### config.mk
export PLATFORM = sky130hd
export DESIGN_NAME = lbk_path_sel
export DESIGN_NICKNAME = d
export VERILOG_FILES = /design/src/rtl/lbk_pkg.sv /design/src/rtl/lbk_ctrl_sel.sv /design/src/rtl/lbk_mode_reg.sv /design/src/rtl/lbk_ones_gen.sv /design/src/rtl/lbk_route.sv /design/src/rtl/lbk_path_sel.sv
export SDC_FILE = /design/constraint.sdc
export NUM_CORES = 1
export LEC_CHECK = 0
export BUFFER_PORTS_ARGS = -buffer_cell sky130_fd_sc_hd__clkbuf_2
export CORE_AREA = 2 2 39 41
export CTS_BUF_LIST = sky130_fd_sc_hd__clkbuf_4 sky130_fd_sc_hd__clkbuf_8
export DETAILED_ROUTE_END_ITERATION = 8
export DIE_AREA = 0 0 41 43
export GPL_TIMING_DRIVEN = 0
export PLACE_DENSITY = 0.69
export RECOVER_POWER = 100
export SLEW_MARGIN = 30
export SYNTH_ARGS = -nofsm -noshare
export SYNTH_HDL_FRONTEND = slang
export SYNTH_SLANG_ARGS = --single-unit
export TNS_END_PERCENT = 50
### constraint.sdc
create_clock -name clk -period 1.55 [get_ports clk]
set_input_delay 0.155 -clock clk [delete_from_list [all_inputs] [get_ports clk]]
set_output_delay 0.155 -clock clk [all_outputs]
set_load 0.1 [all_outputs]
### src/rtl/lbk_pkg.sv
package lbk_pkg;
  typedef struct packed {
    logic pos;
    logic neg;
  } rail_t;

  localparam rail_t RAIL_IDLE = '{pos: 1'b0, neg: 1'b0};

  function automatic logic is_mark(input rail_t r);
    return r.pos ^ r.neg;
  endfunction
endpackage

### src/rtl/lbk_ctrl_sel.sv
module lbk_ctrl_sel #(
  parameter int CTRL_W   = 8,
  parameter int LOOP_BIT = 6,
  parameter int ONES_BIT = 5
) (
  input  logic              hw_mode,
  input  logic              pin_loop,
  input  logic              pin_ones,
  input  logic [CTRL_W-1:0] host_ctrl,
  output logic              req_loop,
  output logic              req_ones
);
  always_comb begin
    if (hw_mode) begin
      req_loop = pin_loop;
      req_ones = pin_ones;
    end else begin
      req_loop = host_ctrl[LOOP_BIT];
      req_ones = host_ctrl[ONES_BIT];
    end
  end
endmodule

### src/rtl/lbk_mode_reg.sv
module lbk_mode_reg (
  input  logic clk,
  input  logic rst_n,
  input  logic bit_en,
  input  logic req_loop,
  input  logic req_ones,
  output logic loop_nx,
  output logic ones_nx,
  output logic loop_q,
  output logic ones_q
);
  // Requests are adopted only on a transmit bit; the adopted value
  // governs that same bit.
  assign loop_nx = bit_en ? req_loop : loop_q;
  assign ones_nx = bit_en ? req_ones : ones_q;

  always_ff @(posedge clk or negedge rst_n) begin
    if (!rst_n) begin
      loop_q <= 1'b0;
      ones_q <= 1'b0;
    end else begin
      loop_q <= loop_nx;
      ones_q <= ones_nx;
    end
  end
endmodule

### src/rtl/lbk_ones_gen.sv
module lbk_ones_gen
  import lbk_pkg::*;
(
  input  logic  clk,
  input  logic  rst_n,
  input  logic  bit_en,
  input  logic  ones_nx,
  input  rail_t tx_data,
  output rail_t line_nx
);
  logic last_pos_q;

  always_comb begin
    if (ones_nx) begin
      line_nx.pos = ~last_pos_q;
      line_nx.neg = last_pos_q;
    end else begin
      line_nx = tx_data;
    end
  end

  // Remember the sign of the last single-rail mark put on the line.
  always_ff @(posedge clk or negedge rst_n) begin
    if (!rst_n) begin
      last_pos_q <= 1'b0;
    end else if (bit_en && is_mark(line_nx)) begin
      last_pos_q <= line_nx.pos;
    end
  end
endmodule

### src/rtl/lbk_route.sv
module lbk_route
  import lbk_pkg::*;
(
  input  logic  clk,
  input  logic  rst_n,
  input  logic  loop_nx,
  input  logic  tx_valid,
  input  rail_t tx_data,
  input  logic  line_valid,
  input  rail_t line_data,
  input  rail_t drv_nx,
  output logic  rx_valid,
  output rail_t rx_data,
  output logic  drv_valid,
  output rail_t drv_data
);
  logic  sel_valid;
  rail_t sel_data;

  always_comb begin
    if (loop_nx) begin
      sel_valid = tx_valid;
      sel_data  = tx_data;
    end else begin
      sel_valid = line_valid;
      sel_data  = line_data;
    end
  end

  always_ff @(posedge clk or negedge rst_n) begin
    if (!rst_n) begin
      rx_valid  <= 1'b0;
      rx_data   <= RAIL_IDLE;
      drv_valid <= 1'b0;
      drv_data  <= RAIL_IDLE;
    end else begin
      rx_valid  <= sel_valid;
      drv_valid <= tx_valid;
      if (sel_valid) rx_data  <= sel_data;
      if (tx_valid)  drv_data <= drv_nx;
    end
  end
endmodule

### src/rtl/lbk_path_sel.sv
module lbk_path_sel
  import lbk_pkg::*;
#(
  parameter int CTRL_W   = 8,
  parameter int LOOP_BIT = 6,
  parameter int ONES_BIT = 5
) (
  input  logic              clk,
  input  logic              rst_n,
  input  logic              hw_mode,
  input  logic              pin_loop,
  input  logic              pin_ones,
  input  logic [CTRL_W-1:0] host_ctrl,
  input  logic              tx_valid,
  input  logic              tx_pos,
  input  logic              tx_neg,
  input  logic              line_valid,
  input  logic              line_pos,
  input  logic              line_neg,
  output logic              rx_valid,
  output logic              rx_pos,
  output logic              rx_neg,
  output logic              drv_valid,
  output logic              drv_pos,
  output logic              drv_neg
);
  logic  req_loop, req_ones;
  logic  loop_nx, ones_nx, loop_q, ones_q;
  rail_t tx_data, line_data, drv_nx, rx_data, drv_data;

  assign tx_data   = '{pos: tx_pos, neg: tx_neg};
  assign line_data = '{pos: line_pos, neg: line_neg};

  lbk_ctrl_sel #(.CTRL_W(CTRL_W), .LOOP_BIT(LOOP_BIT), .ONES_BIT(ONES_BIT)) u_ctrl (
    .hw_mode(hw_mode), .pin_loop(pin_loop), .pin_ones(pin_ones),
    .host_ctrl(host_ctrl), .req_loop(req_loop), .req_ones(req_ones)
  );

  lbk_mode_reg u_mode (
    .clk(clk), .rst_n(rst_n), .bit_en(tx_valid),
    .req_loop(req_loop), .req_ones(req_ones),
    .loop_nx(loop_nx), .ones_nx(ones_nx), .loop_q(loop_q), .ones_q(ones_q)
  );

  lbk_ones_gen u_ones (
    .clk(clk), .rst_n(rst_n), .bit_en(tx_valid), .ones_nx(ones_nx),
    .tx_data(tx_data), .line_nx(drv_nx)
  );

  lbk_route u_route (
    .clk(clk), .rst_n(rst_n), .loop_nx(loop_nx),
    .tx_valid(tx_valid), .tx_data(tx_data),
    .line_valid(line_valid), .line_data(line_data), .drv_nx(drv_nx),
    .rx_valid(rx_valid), .rx_data(rx_data),
    .drv_valid(drv_valid), .drv_data(drv_data)
  );

  assign rx_pos  = rx_data.pos;
  assign rx_neg  = rx_data.neg;
  assign drv_pos = drv_data.pos;
  assign drv_neg = drv_data.neg;
endmodule

==> results of run 1 <==
-- registers in the layout, indices dropped and copies added (netlist names) --
register,flops
u_route.drv_data,2
u_route.rx_data,2
u_mode.loop_q,1
u_ones.last_pos_q,1
u_route.drv_valid,1
u_route.rx_valid,1
-- power by group through the flow --
stage	sequential, mW	combinational, mW	clock [mW]
finish	0.255	0.262	0.154
global route	0.258	0.277	0.172
CTS	0.255	0.267	0.164
detailed placement	0.258	0.264	0
global placement	0.257	0.261	0
floorplan	0.410	0.0537	0
-- layout make-up --
class / count / area (µm²) / area share [%]
Multi-Input combinational cell: 26 / 160 / 31.0
Timing Repair Buffer: 19 / 97.6 / 18.9
Tap cell: 16 / 20.0 / 3.87
Inverter: 3 / 11.3 / 2.18
Sequential cell: 8 / 200 / 38.7
Buffer: 1 / 5.00 / 0.969
Clock buffer: 3 / 22.5 / 4.36
-- metrics by stage --
| stage | instances | hold WS, ns |
|---|---|---|
| after detailed placement | 72 | 0.00735 |
| after floorplan | 38 | -0.141 |
| final | 76 | 0.0214 |
| after global routing | 76 | 0.0117 |
| after CTS | 76 | 0.00998 |
| after global placement | 72 | 0.00731 |
-- repair_timing --
action,4_1_cts,5_1_grt
endpoints found under the hold margin,8,0
hold buffers,1,0
setup endpoints to repair,0,0
-- cell families (layout without fill, tap and decap cells) --
group	after synthesis	count (layout)	share of synthesized area, %
compound gates	10	10	15.1
buf+inv	4	26	4.27
flops	8	8	52.6
mux	4	4	11.5
simple gates	12	12	16.4
-- placed cells by master (no fill, tap or decap) --
cell	Yosys	layout
a211o_2	1	1
a21oi_1	3	3
a31oi_1	2	2
buf_2	1	1
clkbuf_1	0	2
clkbuf_2	0	16
clkbuf_4	0	3
dfrtp_1	8	8
dlygate4sd3_1	0	1
inv_1	3	3
mux2i_1	3	4
nand2_1	1	1
nand2b_1	4	4
nand3_1	2	2
nor2_1	2	2
nor2b_1	1	1
nor3_1	2	2
o21ai_0	4	4
-- layer usage --
layer | share of wire, % | wire length (µm) | track usage, %
met2 | 55 | 410 | 15.3
met1 | 39 | 291 | 13.9
met5 | 0 | 0 | 0
met3 | 4.2 | 31 | 3.14
met4 | 1.3 | 10 | 10.0
-- path summary, 6_finish.rpt --
check | cells after the start | to | startpoint | slack (ns)
max | 1 | drv_neg | u_route.drv_data[0] | 0.34
min in group asynchronous | 2 | u_route.rx_data[0] | rst_n | 0.34
min | 1 | u_route.drv_valid | tx_valid | 0.02
max reg2reg | 3 | u_route.rx_data[1] | u_mode.loop_q | 0.67
max in group asynchronous | 2 | u_route.rx_valid | rst_n | 0.92
min reg2reg | 2 | u_mode.loop_q | u_mode.loop_q | 0.52
==> flow_metrics.env, run 1 <==
export IMPL_synth_seq_cells=8
export IMPL_routed_via_density=4.70
export IMPL_drv_slew=0
export IMPL_cts_resized=0
export IMPL_fin_crit_sh_pct=78.0
export IMPL_routed_via_count=357
export IMPL_fin_skew_ns=0.00216
export IMPL_synth_edf_count=0
export IMPL_utilization_pct=37.3
export IMPL_detail_route_wl_per_cell_um=9.79
export IMPL_yosys_warnings=0
export IMPL_endpoint_kind="primary output"
export IMPL_power_density_mw_per_mm2=1300
export IMPL_p_int_uw=381
export IMPL_dp_slack_ns=0.482
export IMPL_worstPathRequired_ns=1.39
export IMPL_drive_gt1_share_pct=35.0
export IMPL_hpwl_um=596
export IMPL_drt_initial_drc_count=4
export IMPL_crit_buf_inv=1
export IMPL_share_comb_of_total_power_pct=39.0
export IMPL_clkLatencyLatePin_ns=0.25
export IMPL_yosysTopAreaCellShare_pct=52.6
export IMPL_grt_pass1_vias=324
export IMPL_grt_max_degree=9
export IMPL_syn_nets=57
export IMPL_grt_pass1_wl_um=1280
export IMPL_syn_cell_area_um2=380
export IMPL_wirelength_um=744
export IMPL_die_area_mm2=0.00176
export IMPL_timing_final_ws_setup_ns=0.342
export IMPL_start_util_pct=27.5
export IMPL_yosysMostFrequentCell="dfrtp_1"
export IMPL_maxCapViolCount=0
export IMPL_slowest_delay_ns=0.46
export IMPL_diodes=0
export IMPL_track_usage_pct=11.3
export IMPL_drc=0
export IMPL_synth_area_leaders="dfrtp_1 53%, mux2i_1 7.9%, nand2b_1 6.6%, o21ai_0 5.3%, a21oi_1 3.9%"
export IMPL_nets=81
export IMPL_power_switching_uw=289
export IMPL_period_needed_ns=1.21
export IMPL_synthCells=38
export IMPL_cts_tree="yes"
export IMPL_clkPwrFrac_pct=23.0
export IMPL_tns_ns=0
export IMPL_place_area_um2=490
export IMPL_relSlewSlack_pct=64.1
export IMPL_hold_violations=0
export IMPL_ys_seq_area_share_pct=52.6
export IMPL_worstMarginPinSlew_ns=0.541
export IMPL_path_clk_slew_ns=0.05
export IMPL_peakVddDrop_uv=461
export IMPL_synth_cell_types=15
export IMPL_cp_slowest_cell="clkbuf_2"
export IMPL_gr_total_overflow=0
export IMPL_yosys_top_cells_count="8 x dfrtp_1, 4 x nand2b_1, 4 x o21ai_0"
export IMPL_swShare_pct=43.1
export IMPL_async_flop_share_pct=100
export IMPL_synth_area_per_cell_um2=10.0
export IMPL_cp_start_kind="flop"
export IMPL_num_io_pins=25
export IMPL_nFillCells=142
export IMPL_rows=14
export IMPL_setup_violations_final=0
export IMPL_worstPathMaxFanout=2
export IMPL_yosys_area_top_type="dfrtp_1"
export IMPL_postRouteAntennaNets=0
export IMPL_rsz0062_at_grt="no"
export IMPL_p_leak_nw=0.262
export IMPL_drtPass1Iterations=3
export IMPL_die_w_um=41
export IMPL_gp_congestion=0.716
export IMPL_numCtsBuffers=3
export IMPL_antenna_found_initial=0
export IMPL_ys_flop_type="dfrtp_1"
export IMPL_seqPwrFrac_pct=38.0
export IMPL_post_cts_buffers=0
export IMPL_cpLargestDelayFamily="buffers and inverters"
export IMPL_run_status="complete, no violations"
export IMPL_fin_area_um2=517
export IMPL_numPortBuffers=18
export IMPL_crit_chain="clkbuf_2"
export IMPL_critPathArrivalTime_ns=1.05
export IMPL_cts_sinks=8
export IMPL_cts_root_buf="clkbuf_4"
export IMPL_fp_dieH_um=43
export IMPL_max_freq_mhz=828
export IMPL_cts_buffer_depth=2
export IMPL_core_mm2=0.00138
export IMPL_fin_total_pwr_uw=670
export IMPL_critPathKind="reg -> out"
export IMPL_h_tree_depth=1
export IMPL_area_growth_pct=35.9
export IMPL_hold_path_class="in -> reg"
(Power assumes the default switching activity.)
==> run 2: changes to the inputs <==
--- a/config.mk
+++ b/config.mk
@@ -5,13 +5,14 @@
 export SDC_FILE = /design/constraint.sdc
 export NUM_CORES = 1
 export LEC_CHECK = 0
+export ABC_AREA = 1
 export BUFFER_PORTS_ARGS = -buffer_cell sky130_fd_sc_hd__clkbuf_2
 export CORE_AREA = 2 2 39 41
 export CTS_BUF_LIST = sky130_fd_sc_hd__clkbuf_4 sky130_fd_sc_hd__clkbuf_8
 export DETAILED_ROUTE_END_ITERATION = 8
 export DIE_AREA = 0 0 41 43
 export GPL_TIMING_DRIVEN = 0
-export PLACE_DENSITY = 0.69
+export PLACE_DENSITY = 0.78
 export RECOVER_POWER = 100
 export SLEW_MARGIN = 30
 export SYNTH_ARGS = -nofsm -noshare
==> constraint.sdc (replaced) <==
create_clock -name clk -period 1.03 [get_ports clk]
set_input_delay 0.103 -clock clk [delete_from_list [all_inputs] [get_ports clk]]
set_output_delay 0.103 -clock clk [all_outputs]
set_load 0.1 [all_outputs]
==> flow_metrics.env, run 2 <==
export IMPL_h_tree_depth=1
export IMPL_fin_crit_sh_pct=103
export IMPL_nFillCells=143
export IMPL_detail_route_wl_per_cell_um=9.97
export IMPL_numCtsBuffers=3
export IMPL_layout_commonest_cell="nand2_1"
export IMPL_ys_flop_type="dfrtp_1"
export IMPL_holdPathStages=1
export IMPL_r2r_start="u_mode.ones_q"
export IMPL_gr_total_overflow=0
export IMPL_cp_num_cells=1
export IMPL_crit_buf_inv=1
export IMPL_cts_sinks=9
export IMPL_grt_pass1_vias=416
export IMPL_hold_path_class="in -> reg"
export IMPL_wirelength_um=997
export IMPL_antenna_found_initial=0
export IMPL_numPortBuffers=18
export IMPL_synthCells=60
export IMPL_synth_seq_cells=9
export IMPL_track_usage_pct=13.3
export IMPL_final_cell_mix="16 x nand2_1, 12 x clkbuf_2, 9 x nand3_1"
export IMPL_cp_startpoint="u_route.rx_data[1]"
export IMPL_violations="setup timing"
export IMPL_num_io_pins=25
export IMPL_maxCapViolCount=0
export IMPL_hold_path_startpoint="tx_valid"
export IMPL_yosys_warnings=0
export IMPL_tns_ns=-0.0269
export IMPL_drv_slew=0
export IMPL_peakVddDrop_uv=1230
export IMPL_run_status="complete, but fails checks"
export IMPL_endpoint_kind="primary output"
export IMPL_critPathArrivalTime_ns=0.95
export IMPL_fin_skew_ns=0.00115
export IMPL_yosysMostFrequentCell="nand2_1"
export IMPL_utilization_pct=49.9
export IMPL_power_density_mw_per_mm2=1990
export IMPL_cts_tree="yes"
export IMPL_hold_violations=0
export IMPL_period_needed_ns=1.06
export IMPL_path_clk_slew_ns=0.06
export IMPL_max_freq_mhz=946
export IMPL_cp_start_kind="flop"
export IMPL_critPathKind="reg -> out"
export IMPL_async_flop_share_pct=100
export IMPL_start_util_pct=33.3
export IMPL_syn_nets=79
export IMPL_yosys_area_top_type="dfrtp_1"
export IMPL_worstPathMaxFanout=2
export IMPL_rsz0062_at_grt="yes"
export IMPL_top_regs="u_route.drv_data (2), u_route.rx_data (2)"
export IMPL_syn_cell_area_um2=460
export IMPL_die_w_um=41
export IMPL_grt_pass1_wl_um=1550
export IMPL_drc=0
export IMPL_relSlewSlack_pct=78.3
export IMPL_synth_area_leaders="dfrtp_1 49%, nand2_1 15%, nand3_1 9.8%, inv_1 6.5%, nor2_1 4.1%"
export IMPL_yosys_top_cells_count="19 x nand2_1, 9 x dfrtp_1, 9 x nand3_1, 8 x inv_1, 5 x nor2_1"
export IMPL_worst_r2r_cell_count=5
export IMPL_area_growth_pct=50.0
export IMPL_core_mm2=0.00138
export IMPL_cpLargestDelayFamily="flip-flops"
export IMPL_r2r_setup_slack_ns=0.03
export IMPL_drive_gt1_share_pct=41.7
export IMPL_clkLatencyLatePin_ns=0.26
export IMPL_grt_max_degree=10
export IMPL_ys_seq_area_share_pct=48.9
export IMPL_worstMarginPinSlew_ns=0.325
export IMPL_crit_chain="clkbuf_16"
export IMPL_die_area_mm2=0.00176
export IMPL_diodes=0
export IMPL_synth_cell_types=13
export IMPL_cts_root_buf="clkbuf_4"
export IMPL_slowest_delay_ns=0.49
export IMPL_drtPass1Iterations=3
export IMPL_cp_slowest_cell="dfrtp_4"
export IMPL_synth_area_per_cell_um2=7.67
export IMPL_fp_dieH_um=43
export IMPL_hpwl_um=750
export IMPL_cts_buffer_depth=2
export IMPL_nets=104
export IMPL_routed_via_count=452
export IMPL_setup_violations_final=1
export IMPL_timing_final_ws_setup_ns=-0.0269
export IMPL_rows=14
export IMPL_p_leak_nw=0.379
export IMPL_gp_congestion=0.759
export IMPL_yosysTopAreaCellShare_pct=48.9
export IMPL_worstPathRequired_ns=0.93
export IMPL_drt_initial_drc_count=9
export IMPL_routed_via_density=4.52
export IMPL_postRouteAntennaNets=0
export IMPL_synth_edf_count=0
==> run 2: cell count changes after synthesis, sizes merged, moves of 2 or more <==
cell,delta
nor2,+4
inv,+6
nand3b,+2
a21oi,-3
nor3,-2
nand3,+7
nand2,+19
a31oi,-2
mux2i,-4
nand2b,-4
==> run 2: what timing repair did <==
item,in CTS,in global routing
hold endpoints to repair,9,0
setup endpoints to repair,8,8
gates resized for setup,12,6
hold buffers,1,0
buffers inserted,0,1
pin swaps,0,1
==> run 2: layout make-up <==
class	instances	area (µm²)	area share, %
clock buffers	4	30.0	4.35
inverters	9	33.8	4.89
multi-input cells	42	216	31.3
flip-flops and latches	9	231	33.5
well taps	16	20.0	2.90
repair buffers	20	159	23.0
==> run 2: report_power, final <==
part | switching (mW) | total [mW] | internal, mW | leakage [nW]
clock network | 0.124 | 0.299 | 0.176 | 0.0184
logic | 0.418 | 0.609 | 0.191 | 0.258
registers | 0.0420 | 0.465 | 0.424 | 0.102
==> run 2: metrics by stage <==
| stage | instances | instance area (µm²) | setup WS [ns] | hold WS (ns) | power [mW] |
|---|---|---|---|---|---|
| 6_report | 100 | 691 | -0.0269 | 0.0671 | 1.37 |
| 4_1_cts | 99 | 671 | -0.0349 | 0.0534 | 1.37 |
| 2_1_floorplan | 60 | 467 | -0.126 | -0.193 | 0.878 |
| 3_3_place_gp | 94 | 577 | -0.00179 | -0.0343 | 0.974 |
| 3_5_place_dp | 94 | 577 | -0.0157 | -0.0274 | 0.984 |
| 5_1_grt | 100 | 691 | -0.0704 | 0.0706 | 1.46 |
==> run 2: final timing paths <==
check	end
worst max-delay path	rx_pos
worst min-delay path	u_route.drv_valid
worst max register to register	u_ones.last_pos_q
worst min register to register	u_route.drv_data[0]
max in group asynchronous	u_route.rx_data[1]
min in group asynchronous	u_mode.ones_q
==> run 2: kinds of logic (layout without fill, tap and decap cells) <==
family | Yosys count | count (layout) | synth area share (%)
AND/OR/NAND/NOR | 39 | 39 | 39.7
flip-flops | 9 | 9 | 48.9
buffers and inverters | 9 | 33 | 7.34
AO/OA/AOI/OAI | 3 | 3 | 4.08
==> run 2: metal layers <==
| metal | GRT usage (%) | part of all wire [%] |
|---|---|---|
| met2 | 18.4 | 47 |
| met1 | 17.1 | 45 |
| met4 | 10.0 | 0.70 |
| met5 | 0 | 0 |
| met3 | 3.14 | 7.1 |
